`config.mk`:
```
export PLATFORM = sky130hd
export DESIGN_NAME = booth_iter_mul
export DESIGN_NICKNAME = d
export VERILOG_FILES = /design/src/rtl/bmul_pkg.sv /design/src/rtl/bmul_booth_pp.sv /design/src/rtl/bmul_csa42_row.sv /design/src/rtl/booth_iter_mul.sv
export SDC_FILE = /design/constraint.sdc
export NUM_CORES = 2
export LEC_CHECK = 0
export ABC_AREA = 1
export BUFFER_PORTS_ARGS = -buffer_cell sky130_fd_sc_hd__clkbuf_2
export CAP_MARGIN = 20
export CORE_ASPECT_RATIO = 1.25
export CORE_UTILIZATION = 50
export DETAILED_ROUTE_END_ITERATION = 7
export PLACE_DENSITY = 0.63
export SLEW_MARGIN = 20
export SYNTH_ARGS = -nofsm -noshare
export SYNTH_HDL_FRONTEND = slang
export SYNTH_SLANG_ARGS = --single-unit
export TNS_END_PERCENT = 50
```
`constraint.sdc`:
```
create_clock -name clk -period 5.4 [get_ports clk]
set_input_delay 1.08 -clock clk [delete_from_list [all_inputs] [get_ports clk]]
set_output_delay 1.08 -clock clk [all_outputs]
set_load 0.05 [all_outputs]
```
`src/rtl/bmul_pkg.sv`:
```
package bmul_pkg;

  typedef enum logic [1:0] {
    ST_IDLE,
    ST_RUN,
    ST_DONE
  } bmul_state_e;

  // One radix-4 Booth digit as a select set.
  typedef struct packed {
    logic neg;
    logic one;
    logic two;
  } booth_sel_t;

  // Group bits are {upper, middle, lower}; the lower bit belongs to the
  // group below. Digit value = -2*upper + middle + lower.
  function automatic booth_sel_t booth_decode(input logic [2:0] grp);
    booth_sel_t s;
    s = '0;
    case (grp)
      3'b001, 3'b010: s.one = 1'b1;
      3'b011:         s.two = 1'b1;
      3'b100:         begin s.two = 1'b1; s.neg = 1'b1; end
      3'b101, 3'b110: begin s.one = 1'b1; s.neg = 1'b1; end
      default:        s = '0;
    endcase
    return s;
  endfunction

endpackage

```
`src/rtl/bmul_booth_pp.sv`:
```
// One Booth digit: selects the multiple of the extended multiplicand,
// inverts it for negative digits, and places it at its bit weight.
// The +1 that completes the negation is returned separately on inj.
module bmul_booth_pp #(
  parameter int W     = 64,
  parameter int STEP  = 8,
  parameter int OFF   = 0,
  parameter int CNT_W = 3
) (
  input  logic [2:0]       grp,
  input  logic [W-1:0]     mcand,
  input  logic [CNT_W-1:0] iter,
  output logic [W-1:0]     pp,
  output logic [W-1:0]     inj
);
  import bmul_pkg::*;

  localparam int SH_W = $clog2(W);

  booth_sel_t      sel;
  logic [W-1:0]    mag;
  logic [W-1:0]    raw;
  logic [SH_W-1:0] sh;

  always_comb begin
    sel = booth_decode(grp);
    if (sel.one)      mag = mcand;
    else if (sel.two) mag = mcand << 1;
    else              mag = '0;
    raw = sel.neg ? ~mag : mag;
    sh  = SH_W'(iter) * SH_W'(STEP) + SH_W'(OFF);
    pp  = raw << sh;
    inj = W'(sel.neg) << sh;
  end

endmodule

```
`src/rtl/bmul_csa42_row.sv`:
```
// Row of 4-2 compressors. The lateral carry out of a column depends only
// on a, b and c, so the row has no rippling path.
module bmul_csa42_row #(
  parameter int W = 64
) (
  input  logic [W-1:0] a,
  input  logic [W-1:0] b,
  input  logic [W-1:0] c,
  input  logic [W-1:0] d,
  output logic [W-1:0] sum,
  output logic [W-1:0] carry
);
  logic [W-1:0] lat;
  logic [W-2:0] cy;

  assign lat[0] = 1'b0;

  for (genvar i = 0; i < W; i++) begin : g_col
    if (i < W - 1) begin : g_full
      logic t;
      assign t        = a[i] ^ b[i] ^ c[i];
      assign lat[i+1] = (a[i] & b[i]) | (a[i] & c[i]) | (b[i] & c[i]);
      assign sum[i]   = t ^ d[i] ^ lat[i];
      assign cy[i]    = (t & d[i]) | (t & lat[i]) | (d[i] & lat[i]);
    end else begin : g_top
      assign sum[i] = a[i] ^ b[i] ^ c[i] ^ d[i] ^ lat[i];
    end
  end

  assign carry = {cy, 1'b0};

endmodule

```
`src/rtl/booth_iter_mul.sv`:
```
module booth_iter_mul #(
  parameter int OP_W = 32
) (
  input  logic              clk,
  input  logic              rst_n,
  input  logic              in_valid,
  output logic              in_ready,
  input  logic              in_signed,
  input  logic [OP_W-1:0]   in_a,
  input  logic [OP_W-1:0]   in_b,
  output logic              out_valid,
  input  logic              out_ready,
  output logic [2*OP_W-1:0] out_prod
);
  import bmul_pkg::*;

  localparam int NUM_PP   = 4;
  localparam int PROD_W   = 2 * OP_W;
  localparam int STEP     = 2 * NUM_PP;
  localparam int ITER_MAX = OP_W / STEP;
  localparam int CNT_W    = $clog2(ITER_MAX + 1);
  localparam int MR_W     = OP_W + 1;

  bmul_state_e       st;
  logic [CNT_W-1:0]  it_cnt;
  logic [PROD_W-1:0] mcand_q;
  logic [MR_W-1:0]   mr_q;
  logic              fill_q;
  logic [PROD_W-1:0] acc_s_q, acc_c_q, fix_q;

  logic [PROD_W-1:0] pp  [NUM_PP];
  logic [PROD_W-1:0] inj [NUM_PP];
  logic [PROD_W-1:0] pp_top;
  logic [PROD_W-1:0] s1, c1, s2, c2;
  logic [MR_W-1:0]   mr_nx;
  logic              last_it;

  // Booth digit selection, one instance per digit of the slice
  for (genvar k = 0; k < NUM_PP; k++) begin : g_digit
    bmul_booth_pp #(
      .W(PROD_W), .STEP(STEP), .OFF(2 * k), .CNT_W(CNT_W)
    ) u_pp (
      .grp  (mr_q[2*k+2 : 2*k]),
      .mcand(mcand_q),
      .iter (it_cnt),
      .pp   (pp[k]),
      .inj  (inj[k])
    );
  end

  // Lower digits' +1 bits sit in the empty low zone of the top multiple
  assign pp_top = pp[NUM_PP-1] | inj[0] | inj[1] | inj[2];

  bmul_csa42_row #(.W(PROD_W)) u_row_pp (
    .a(pp[0]), .b(pp[1]), .c(pp[2]), .d(pp_top),
    .sum(s1), .carry(c1)
  );

  bmul_csa42_row #(.W(PROD_W)) u_row_acc (
    .a(s1), .b(c1), .c(acc_s_q), .d(acc_c_q),
    .sum(s2), .carry(c2)
  );

  // Multiplier shift row and early termination test
  assign mr_nx   = {{STEP{fill_q}}, mr_q[MR_W-1:STEP]};
  assign last_it = (it_cnt == CNT_W'(ITER_MAX - 1)) ||
                   (mr_nx == {MR_W{fill_q}});

  assign in_ready  = (st == ST_IDLE);
  assign out_valid = (st == ST_DONE);
  assign out_prod  = acc_s_q + acc_c_q + fix_q;

  always_ff @(posedge clk or negedge rst_n) begin
    if (!rst_n) begin
      st      <= ST_IDLE;
      it_cnt  <= '0;
      mcand_q <= '0;
      mr_q    <= '0;
      fill_q  <= 1'b0;
      acc_s_q <= '0;
      acc_c_q <= '0;
      fix_q   <= '0;
    end else begin
      case (st)
        ST_IDLE: if (in_valid) begin
          st      <= ST_RUN;
          it_cnt  <= '0;
          mcand_q <= in_signed ? {{OP_W{in_a[OP_W-1]}}, in_a}
                               : {{OP_W{1'b0}}, in_a};
          mr_q    <= {in_b, 1'b0};
          fill_q  <= in_signed & in_b[OP_W-1];
          acc_s_q <= '0;
          acc_c_q <= '0;
          // Unsigned top digit: +multiplicand at weight 2^OP_W
          fix_q   <= (!in_signed && in_b[OP_W-1]) ? {in_a, {OP_W{1'b0}}}
                                                  : '0;
        end
        ST_RUN: begin
          acc_s_q <= s2;
          acc_c_q <= c2;
          mr_q    <= mr_nx;
          fix_q   <= fix_q | inj[NUM_PP-1];
          it_cnt  <= it_cnt + 1'b1;
          if (last_it) st <= ST_DONE;
        end
        ST_DONE: if (out_ready) st <= ST_IDLE;
        default: st <= ST_IDLE;
      endcase
    end
  end

  // product held under back-pressure
  p_hold_r6: assert property (@(posedge clk) disable iff (!rst_n)
    (out_valid && !out_ready) |=> (out_valid && $stable(out_prod)));

  // acceptance closes the input side
  p_accept_r7: assert property (@(posedge clk) disable iff (!rst_n)
    (in_valid && in_ready) |=> !in_ready);

  // completion only when the termination rule is met
  p_stop_r5: assert property (@(posedge clk) disable iff (!rst_n)
    $rose(out_valid) |-> ((mr_q == {MR_W{fill_q}}) ||
                          (it_cnt == CNT_W'(ITER_MAX))));

  // never more than the full iteration count
  p_bound_r5: assert property (@(posedge clk) disable iff (!rst_n)
    (st == ST_RUN) |-> (it_cnt < CNT_W'(ITER_MAX)));

  // captured multiplicand untouched while busy
  p_ignore_r8: assert property (@(posedge clk) disable iff (!rst_n)
    (st != ST_IDLE) |=> $stable(mcand_q));

endmodule

```
==> results.py <==
metrics = {
    "synth": {
        "synth-edff-count": 0,
        "syn_nets": 3872,
        "synth_area_leaders": "dfrtp_1 22%, fa_1 20%, nand2_1 9.3%, inv_1 5.2%, xor2_1 5.0%",
        "async_flop_share": 1.00,
        "yosysTopAreaCell": "dfrtp_1",
        "syn-instance-count": 3427,
        "ys.flop_type": "dfrtp_1",
        "syn_area_per_cell_um2": 7.82,
        "yosysWarnings": 0,
        "synth.distinct_cells": 54,
        "ys_seq_area_frac": 0.218,
        "ys_seq_elements": 234,
        "synth_top_cell_area_share": 0.218,
        "syn_area_mm2": 0.0268,
    },
    "sta": {
        "fin_crit_sh": 0.992,
        "min_period_ns": 5.36,
        "finalMaxSlewViolations": 0,
        "max_slew.worst_pin.slew_ns": 0.924,
        "setup_viol": 0,
        "hold_slack_ns": 0.503,
        "rsz0062_at_grt": "yes",
        "skew_ns": 0.0280,
        "fmax_mhz": 187,
        "fin_ws_ns": 0.0447,
        "slew_headroom": 0.384,
        "finalHoldViolations": 0,
    },
    "worst_setup_path": {
        "critPathCaptureType": "output pin",
        "required_ns": 4.32,
        "cp_max_fo": 4,
        "crit_arrival_ns": 4.28,
        "start_kind": "flip-flop",
        "regToRegStartpoint": "mr_q[4]",
        "path_class": "flip-flop to output pin",
        "setup.worst_path.start": "fix_q[14]",
    },
    "floorplanning": {
        "rows": 94,
        "pin_count": 135,
        "die_w_um": 209,
        "start_util": 0.508,
        "coreArea_mm2": 0.0528,
        "die_h_um": 261,
        "dieArea_mm2": 0.0546,
    },
    "placed_design": {
        "port_buffers": 134,
        "gp_congestion": 1.14,
        "placed_area_mm2": 0.0283,
        "hpwl_um": 97100,
        "place_inst": 4131,
        "dp_slack_ns": 0.449,
    },
    "layout": {
        "final_cells": 4179,
        "drive_above_1_share": 0.0964,
        "final_nets": 3932,
        "area_growth_pct": 9.05,
        "fin_area_mm2": 0.0292,
    },
    "clocking": {
        "clockBufferDepth": 3,
        "cts_num_sinks": 234,
        "cts_tree": "built",
        "cts.hold.buffers_added": 0,
        "cts_root_buffer": "clkbuf_16",
        "cts_setup_buffers": 0,
        "clk_latency_ns": 0.61,
        "numCtsBuffers": 26,
        "htree_levels": 1,
        "clk_pin_slew_worst_paths_ns": 0.09,
    },
    "global_route": {
        "grt_overflow": 0,
        "grt_pass1_wl_um": 179000,
        "grt_pass1_vias": 26900,
        "gr-usage-all-layers": 0.458,
        "grt_max_degree": 152,
        "antenna_found_initial": 7,
    },
    "status": {
        "violations": "design-rule violations",
        "outcome": "complete, but fails checks",
    },
    "detailed_routing": {
        "routedWlPerCell_um": 29.8,
        "avgViaCountPerCell": 6.36,
        "ant_nets": 0,
        "drt_iter0_markers": 3250,
        "drt_pass1_iterations": 8,
        "drc": 2,
        "drt_wl_total_um": 124000,
        "dr_total_vias": 26600,
    },
    "hold_path": {
        "hold_path.class": "input pin to asynchronous set/reset pin",
    },
    "job": {
        "max-cap-violations": 0,
    },
}
## state kept, by name, indices dropped and copies added (netlist names)
| signal | cells |
|---|---|
| st | 2 |
| mcand_q | 33 |
| it_cnt | 3 |
| fix_q | 36 |
| mr_q | 33 |
| acc_c_q | 62 |
| acc_s_q | 64 |
| fill_q | 1 |
## cells in the mapped netlist (33+ instances only)
cell type    n
buf_2       33
nand3_1    131
clkbuf_1   114
o22ai_1    137
fa_1       274
o21ai_1     97
xor2_1     153
a22o_1     121
nand2_1    665
nor2_1     285
dfrtp_1    234
o21ai_0    241
inv_1      375
ha_1       102
a21oi_1    158
## logic make-up after synthesis
family	synth area share
XOR/XNOR	0.0559
flip-flops	0.218
buffers and inverters	0.0860
other	0.000140
multiplexers	0.00821
AO/OA/AOI/OAI	0.203
adder cells (fa/ha/maj)	0.252
AND/OR/NAND/NOR	0.176
## metrics by stage
| step | TNS (ns) | util |
|---|---|---|
| after CTS | 0 | 0.553 |
| after global routing | -0.00857 | 0.554 |
| final | 0 | 0.554 |
| after global placement | 0 | 0.537 |
| after floorplan | 0 | - |
| after detailed placement | 0 | 0.537 |
## layout by cell type, fill, tap and decap left out, types with 21 or more instances in the layout
cell,n
inv_1,370
a21oi_1,154
mux2i_1,22
o22ai_1,137
inv_2,21
nor2_1,282
buf_4,74
dfrtp_1,230
xor2_1,153
clkbuf_16,26
clkbuf_2,133
o21ai_1,97
a22o_1,121
ha_1,102
fa_1,274
nand3_1,131
o21ai_0,241
nand2_1,664
## worst max-delay path: stages, from the launching register on
cell	delay (ns)
dfrtp_1	0.57
fa_1	0.49
ha_1	0.38
nand2_1	0.11
nor2_1	0.12
inv_1	0.07
nor2_1	0.39
nand4_1	0.14
nand3_1	0.25
nand2_1	0.09
nand2_1	0.12
a21oi_2	0.12
o21bai_1	0.19
xor2_1	0.30
clkbuf_2	0.34
## path summary, 6_finish.rpt
path	slack (ns)	endpoint	depth (start not counted)
worst max-delay path	0.04	out_prod[38]	14
worst min-delay path	0.50	it_cnt[0]	1
worst max register to register	0.25	acc_s_q[29]	17
worst min register to register	0.52	acc_s_q[63]	2
max in group asynchronous	3.62	fix_q[6]	2
min in group clk	0.52	acc_s_q[63]	2
## layout make-up
class / count / area [um2]
Fill cell: 4959 / 23600
Clock inverter: 10 / 140
Timing Repair Buffer: 220 / 1480
Clock buffer: 37 / 732
Sequential cell: 234 / 5870
Antenna cell: 1 / 2.50
Multi-Input combinational cell: 2611 / 18700
Tap cell: 672 / 841
Inverter: 394 / 1480
## what timing repair did
action / 4_1_cts / 5_1_grt
resized for setup: 3 / 5
cloned: 0 / 0
endpoints found under the setup margin: 4 / 11
## metal layers
metal | share of wire | global-route usage | vias up
li1 | - | - | 11500
met4 | 0.11 | 0.438 | 4
met3 | 0.097 | 0.114 | 506
met2 | 0.45 | 0.725 | 1630
met5 | 0.00018 | 0 | -
met1 | 0.34 | 0.503 | 12900
Power is left out: the tool's default activity adds up to more than one toggle a clock period on the data nets, which glitch-free logic cannot reach.
